<file path="src/rtl/edac_pkg.sv">
package edac_pkg;
    localparam int DATA_W = 32;
    localparam int CHK_W  = 7;
    localparam int BYTES  = DATA_W / 8;

    typedef logic [DATA_W-1:0] word_t;
    typedef logic [CHK_W-1:0]  chk_t;

    typedef enum logic [1:0] {
        MODE_GEN  = 2'b00,
        MODE_DIAG = 2'b01,
        MODE_READ = 2'b10,
        MODE_CORR = 2'b11
    } mode_e;

    typedef struct packed {
        logic single_n;
        logic multi_n;
    } flags_t;

    typedef struct packed {
        word_t  data;
        chk_t   syn;
        flags_t flags;
    } decode_t;

    // i-th smallest CHK_W-bit value with exactly three ones
    function automatic chk_t column_of(int idx);
        int k;
        k = 0;
        for (int v = 0; v < (1 << CHK_W); v++) begin
            if ($countones(v[CHK_W-1:0]) == 3) begin
                if (k == idx) return chk_t'(v);
                k++;
            end
        end
        return '0;
    endfunction
endpackage

</file>
<file path="src/rtl/edac_in_latch.sv">
module edac_in_latch #(
    parameter int W = 8
) (
    input  logic         clk,
    input  logic         rst,
    input  logic         pass,
    input  logic [W-1:0] d,
    output logic [W-1:0] q
);
    logic [W-1:0] held;

    always_ff @(posedge clk) begin
        if (rst)       held <= '0;
        else if (pass) held <= d;
    end

    assign q = pass ? d : held;
endmodule

</file>
<file path="src/rtl/edac_byte_drive.sv">
module edac_byte_drive
    import edac_pkg::*;
(
    input  logic [BYTES-1:0] oe_n,
    input  word_t            lat,
    input  word_t            ext,
    output logic [BYTES-1:0] oe,
    output word_t            bus
);
    for (genvar n = 0; n < BYTES; n++) begin : g_byte
        assign oe[n]          = ~oe_n[n];
        assign bus[8*n +: 8]  = oe[n] ? lat[8*n +: 8] : ext[8*n +: 8];
    end
endmodule

</file>
<file path="src/rtl/edac_codec.sv">
module edac_codec
    import edac_pkg::*;
(
    input  word_t   data,
    input  chk_t    stored,
    output chk_t    gen,
    output decode_t dec
);
    chk_t        contrib [DATA_W];
    logic [DATA_W-1:0] hit;
    chk_t        syn;

    for (genvar i = 0; i < DATA_W; i++) begin : g_col
        localparam chk_t COL = column_of(i);
        assign contrib[i] = data[i] ? COL : '0;
        assign hit[i]     = (syn == COL);
    end

    always_comb begin
        gen = '0;
        for (int i = 0; i < DATA_W; i++) gen = gen ^ contrib[i];
    end

    assign syn = stored ^ gen;

    always_comb begin
        dec.syn            = syn;
        dec.data           = data ^ hit;
        dec.flags.single_n = (syn == '0);
        dec.flags.multi_n  = (syn == '0) || ($countones(syn) == 1) || (|hit);
    end
endmodule

</file>
<file path="src/rtl/edac_mode_ctrl.sv">
module edac_mode_ctrl
    import edac_pkg::*;
(
    input  logic        clk,
    input  logic        rst,
    input  logic [1:0]  mode_i,
    input  logic [31:0] data_i,
    output logic [31:0] data_o,
    output logic [3:0]  data_oe,
    input  logic [6:0]  chk_i,
    output logic [6:0]  chk_o,
    output logic        chk_oe,
    input  logic        out_le_i,
    input  logic [3:0]  byte_oe_n_i,
    input  logic        chk_oe_n_i,
    output logic        err_n_o,
    output logic        merr_n_o
);
    mode_e   mode;
    logic    data_pass, chk_pass;
    word_t   bus_data, dlat_q, out_lat;
    chk_t    clat_q, gen_chk;
    decode_t dec;
    logic    le_q;

    assign mode      = mode_e'(mode_i);
    assign data_pass = (mode != MODE_CORR);
    assign chk_pass  = (mode == MODE_GEN) || (mode == MODE_READ);

    edac_byte_drive u_drive (
        .oe_n (byte_oe_n_i),
        .lat  (out_lat),
        .ext  (data_i),
        .oe   (data_oe),
        .bus  (bus_data)
    );

    edac_in_latch #(.W(DATA_W)) u_dlat (
        .clk  (clk),
        .rst  (rst),
        .pass (data_pass),
        .d    (bus_data),
        .q    (dlat_q)
    );

    edac_in_latch #(.W(CHK_W)) u_clat (
        .clk  (clk),
        .rst  (rst),
        .pass (chk_pass),
        .d    (chk_i),
        .q    (clat_q)
    );

    edac_codec u_codec (
        .data   (dlat_q),
        .stored (clat_q),
        .gen    (gen_chk),
        .dec    (dec)
    );

    always_ff @(posedge clk) le_q <= out_le_i;

    always_ff @(posedge clk) begin
        if (rst)                      out_lat <= '0;
        else if (out_le_i && !le_q)   out_lat <= dec.data;
    end

    assign data_o = out_lat;

    always_comb begin
        chk_o    = '0;
        chk_oe   = 1'b0;
        err_n_o  = dec.flags.single_n;
        merr_n_o = dec.flags.multi_n;
        case (mode)
            MODE_GEN: begin
                chk_o    = gen_chk;
                chk_oe   = 1'b1;
                err_n_o  = 1'b1;
                merr_n_o = 1'b1;
            end
            MODE_CORR: begin
                chk_o  = dec.syn;
                chk_oe = ~chk_oe_n_i;
            end
            MODE_DIAG: begin
                chk_o  = clat_q;
                chk_oe = ~chk_oe_n_i;
            end
            default: ;
        endcase
    end
endmodule

</file>
<file path="config.mk">
export PLATFORM = sky130hd
export DESIGN_NAME = edac_mode_ctrl
export DESIGN_NICKNAME = d
export VERILOG_FILES = /design/src/rtl/edac_pkg.sv /design/src/rtl/edac_in_latch.sv /design/src/rtl/edac_byte_drive.sv /design/src/rtl/edac_codec.sv /design/src/rtl/edac_mode_ctrl.sv
export SDC_FILE = /design/constraint.sdc
export NUM_CORES = 1
export LEC_CHECK = 0
export ABC_CLOCK_PERIOD_IN_PS = 7900
export BUFFER_PORTS_ARGS = -buffer_cell sky130_fd_sc_hd__buf_2
export CORE_AREA = 2 2 104 106
export CTS_BUF_LIST = sky130_fd_sc_hd__clkbuf_16
export DETAILED_ROUTE_END_ITERATION = 8
export DIE_AREA = 0 0 106 108
export GPL_ROUTABILITY_DRIVEN = 0
export PLACE_DENSITY = 0.76
export SETUP_SLACK_MARGIN = 0.5
export SLEW_MARGIN = 5
export SYNTH_ARGS = -nofsm -noshare
export SYNTH_HDL_FRONTEND = slang
export SYNTH_SLANG_ARGS = --single-unit
</file>
<file path="constraint.sdc">
create_clock -name clk -period 7.9 [get_ports clk]
set_clock_uncertainty 0.05 [all_clocks]
set_input_delay 1.975 -clock clk [delete_from_list [all_inputs] [get_ports clk]]
set_output_delay 1.975 -clock clk [all_outputs]
set_load 0.1 [all_outputs]
</file>
==> flow_summary.toml <==
[run_status]
status = "finished with violations"
violations = "setup timing"

[cts]
cts_sinks = 72
clk_pin_slew_ns = 0.05
clockRootBuffer = "clkbuf_16"
cts_buffers = 9
clk_latency_ns = 0.35
cts_buffer_depth = 2
cts_hold_buf = 0
htree_levels = 3
cts_tree = "yes"

[placed_design]
io_buffers = 94
hpwl_mm = 10.9
placed_cells = 825
place_ws_ns = -0.827

[timing]
fmax_mhz = 118
max-slew-margin-rel = 0.474
setup_viol = 1
period_needed_ns = 8.50
finalWorstSetupSlack_ns = -0.597
slew_viol_final = 0
final_hold_viol_count = 0
grt_setup_unrepaired = "yes"
holdWs_ns = 0.463
tns_ns = -0.597
min_period_over_period = 1.08
worstMarginPinSlew_ns = 0.789

[global_route]
grt_pass1_vias = 4856
grt_max_degree = 72
grt_first_pass_wirelength_mm = 24.5
grt_use_met3 = 0.0585
grt_use_met1 = 0.323
gr-total-overflow = 0
antenna_found_initial = 0
grt_busiest_layer = "met2"
grt_use_met2 = 0.476
track_usage = 0.279

[floorplanning]
die_h_um = 108
placementRows = 37
start_util = 0.501
die_w_um = 106
dieArea_um2 = 11400
io_pins = 95
core_um2 = 10200

[logic_synthesis]
yosysSeqAreaShare = 0.281
syn-num-nets = 602
ys_types = 59
syn_avg_cell_area_um2 = 9.50
async_flop_share = 0
synthFlopType = "dfxtp_1"
synth_edf_count = 0
synth_area_um2 = 5130
ys_seq_elements = 72
syn_inst = 540
ys_warn_count = 0

[setup_path]
cp.arrival_ns = 6.47
crit_chain = "buf_4 -> mux2_4 -> mux2i_4 -> xnor2_2 -> xnor2_1 -> xor2_1 -> xor2_1 -> xnor2_2 -> xnor2_2 -> ha_1 -> fa_1 -> inv_2 -> ha_4 -> inv_2 -> fa_2 -> a21o_2 -> a32oi_1 -> nand4_1 -> or4_4 -> buf_12"
start_kind = "input port"
crit_type = "in2out"
worstPathMaxFanout = 9
setup.worst_path.end_class = "output port"
cp_common_cell = "xnor2_2"
critPathMaxStageDelay_ns = 0.46
critical_path_required_ns = 5.88
slowest_stage = "fa_1"

[routing]
wl_per_cell_um = 18.9
routed_wl_mm = 16.3
viasPerCell = 5.65
firstDrtPassIters = 5
vias = 4884
drc_errors = 0
drt_iter0_markers = 432
ant_nets = 0

[job]
maxCapViolations = 0

[finish]
diodes = 0
fillCellCount = 714
layout-drive-gt1-share = 0.450
area_growth_pct = 40.1
nets = 788
fin_cells = 865

[hold_path]
hold_path.class = "reg2reg"
[cells in the mapped netlist (4+ instances only)]
master | instances | area, um2
mux2_4 | 5 | 75.1
ha_1 | 10 | 125
xor2_1 | 9 | 78.8
o22ai_1 | 6 | 37.5
a21oi_1 | 11 | 55.1
mux2i_1 | 31 | 310
nand4_1 | 4 | 25.0
buf_6 | 9 | 101
dfxtp_1 | 72 | 1440
mux2i_4 | 5 | 113
nand3_1 | 21 | 105
clkbuf_1 | 23 | 86.3
nor2b_1 | 7 | 43.8
and2_1 | 5 | 31.3
xnor2_2 | 5 | 81.3
inv_1 | 18 | 67.6
mux2i_2 | 12 | 165
nor2_1 | 80 | 300
mux2_2 | 23 | 259
xnor2_1 | 82 | 718
nand2_1 | 14 | 52.6
a211oi_1 | 32 | 240
[final timing paths]
check            startpoint         end  slack [ns]  cells past startpoint
max          byte_oe_n_i[2]    merr_n_o       -0.60                     20
min               data_o[9]   data_o[9]        0.46                      2
max reg2reg      data_o[28]  data_o[23]        4.17                     19
min reg2reg       data_o[9]   data_o[9]        0.46                      2
[worst max-delay path, delay by kind of cell]
family / cells / cell delay, ns
and+or+nand+nor: 2 / 0.55
buffers and inverters: 4 / 0.48
xor gates and xnor gates: 6 / 1.23
adders and majority gates: 4 / 1.33
muxes: 2 / 0.53
AOI/OAI and AO/OA: 2 / 0.37
[cell families (layout without fill, tap and decap cells)]
| logic type | Yosys count | after routing | synth area share |
|---|---|---|---|
| adder cells (fa/ha/maj) | 13 | 13 | 0.0361 |
| AND/OR/NAND/NOR | 149 | 149 | 0.137 |
| XOR/XNOR | 105 | 105 | 0.210 |
| AO/OA/AOI/OAI | 67 | 67 | 0.0913 |
| flip-flops | 72 | 72 | 0.281 |
| buffers and inverters | 57 | 246 | 0.0627 |
| multiplexers | 77 | 77 | 0.182 |
[routing by layer]
| layer | wire length, um | up-vias |
|---|---|---|
| met5 | 0 | - |
| met4 | 888 | 0 |
| met3 | 1160 | 75 |
| met2 | 7820 | 259 |
| met1 | 6460 | 2333 |
| li1 | - | 2217 |
[placed cells by master (no fill, tap or decap), types with 4 or more instances in the layout]
master and n:
a211oi_1 32, a21oi_1 8, and2_1 5, buf_12 6, buf_2 86, buf_4 117, buf_6 4, clkbuf_16 9
dfxtp_1 72, ha_1 8, inv_1 15, mux2_2 22, mux2_4 6, mux2i_1 20, mux2i_2 7, mux2i_4 21
nand2_1 13, nand3_1 21, nand4_1 4, nor2_1 80, nor2b_1 6, o22ai_1 5, xnor2_1 72, xnor2_2 15
xor2_1 8
[state kept, by name (all words and copies together), names as in the netlist]
signal and flops:
le_q 1, u_clat.held 7, u_dlat.held 32, data_o 32
[cell type report]
type / instances / area (um2) / area share
Multi-Input combinational cell: 411 / 3740 / 0.521
Clock buffer: 9 / 225 / 0.0314
Tap cell: 136 / 170 / 0.0237
Timing Repair Buffer: 214 / 1490 / 0.207
Inverter: 18 / 67.6 / 0.00941
Clock inverter: 5 / 50.0 / 0.00697
Sequential cell: 72 / 1440 / 0.201
[stage by stage]
step | cell area [um2] | util
after floorplan | 5360 | -
after global placement | 6510 | 0.636
after detailed placement | 6510 | 0.636
after CTS | 7050 | 0.689
after global routing | 7180 | 0.702
final | 7180 | 0.702
[repair_timing]
item,CTS,global route
setup endpoints to repair,1,2
gates resized for setup,27,14
setup buffers,18,8
pin swaps,20,15
Power is left out: the tool's default activity adds up to more than one toggle a clock period on the data nets, which glitch-free logic cannot reach.
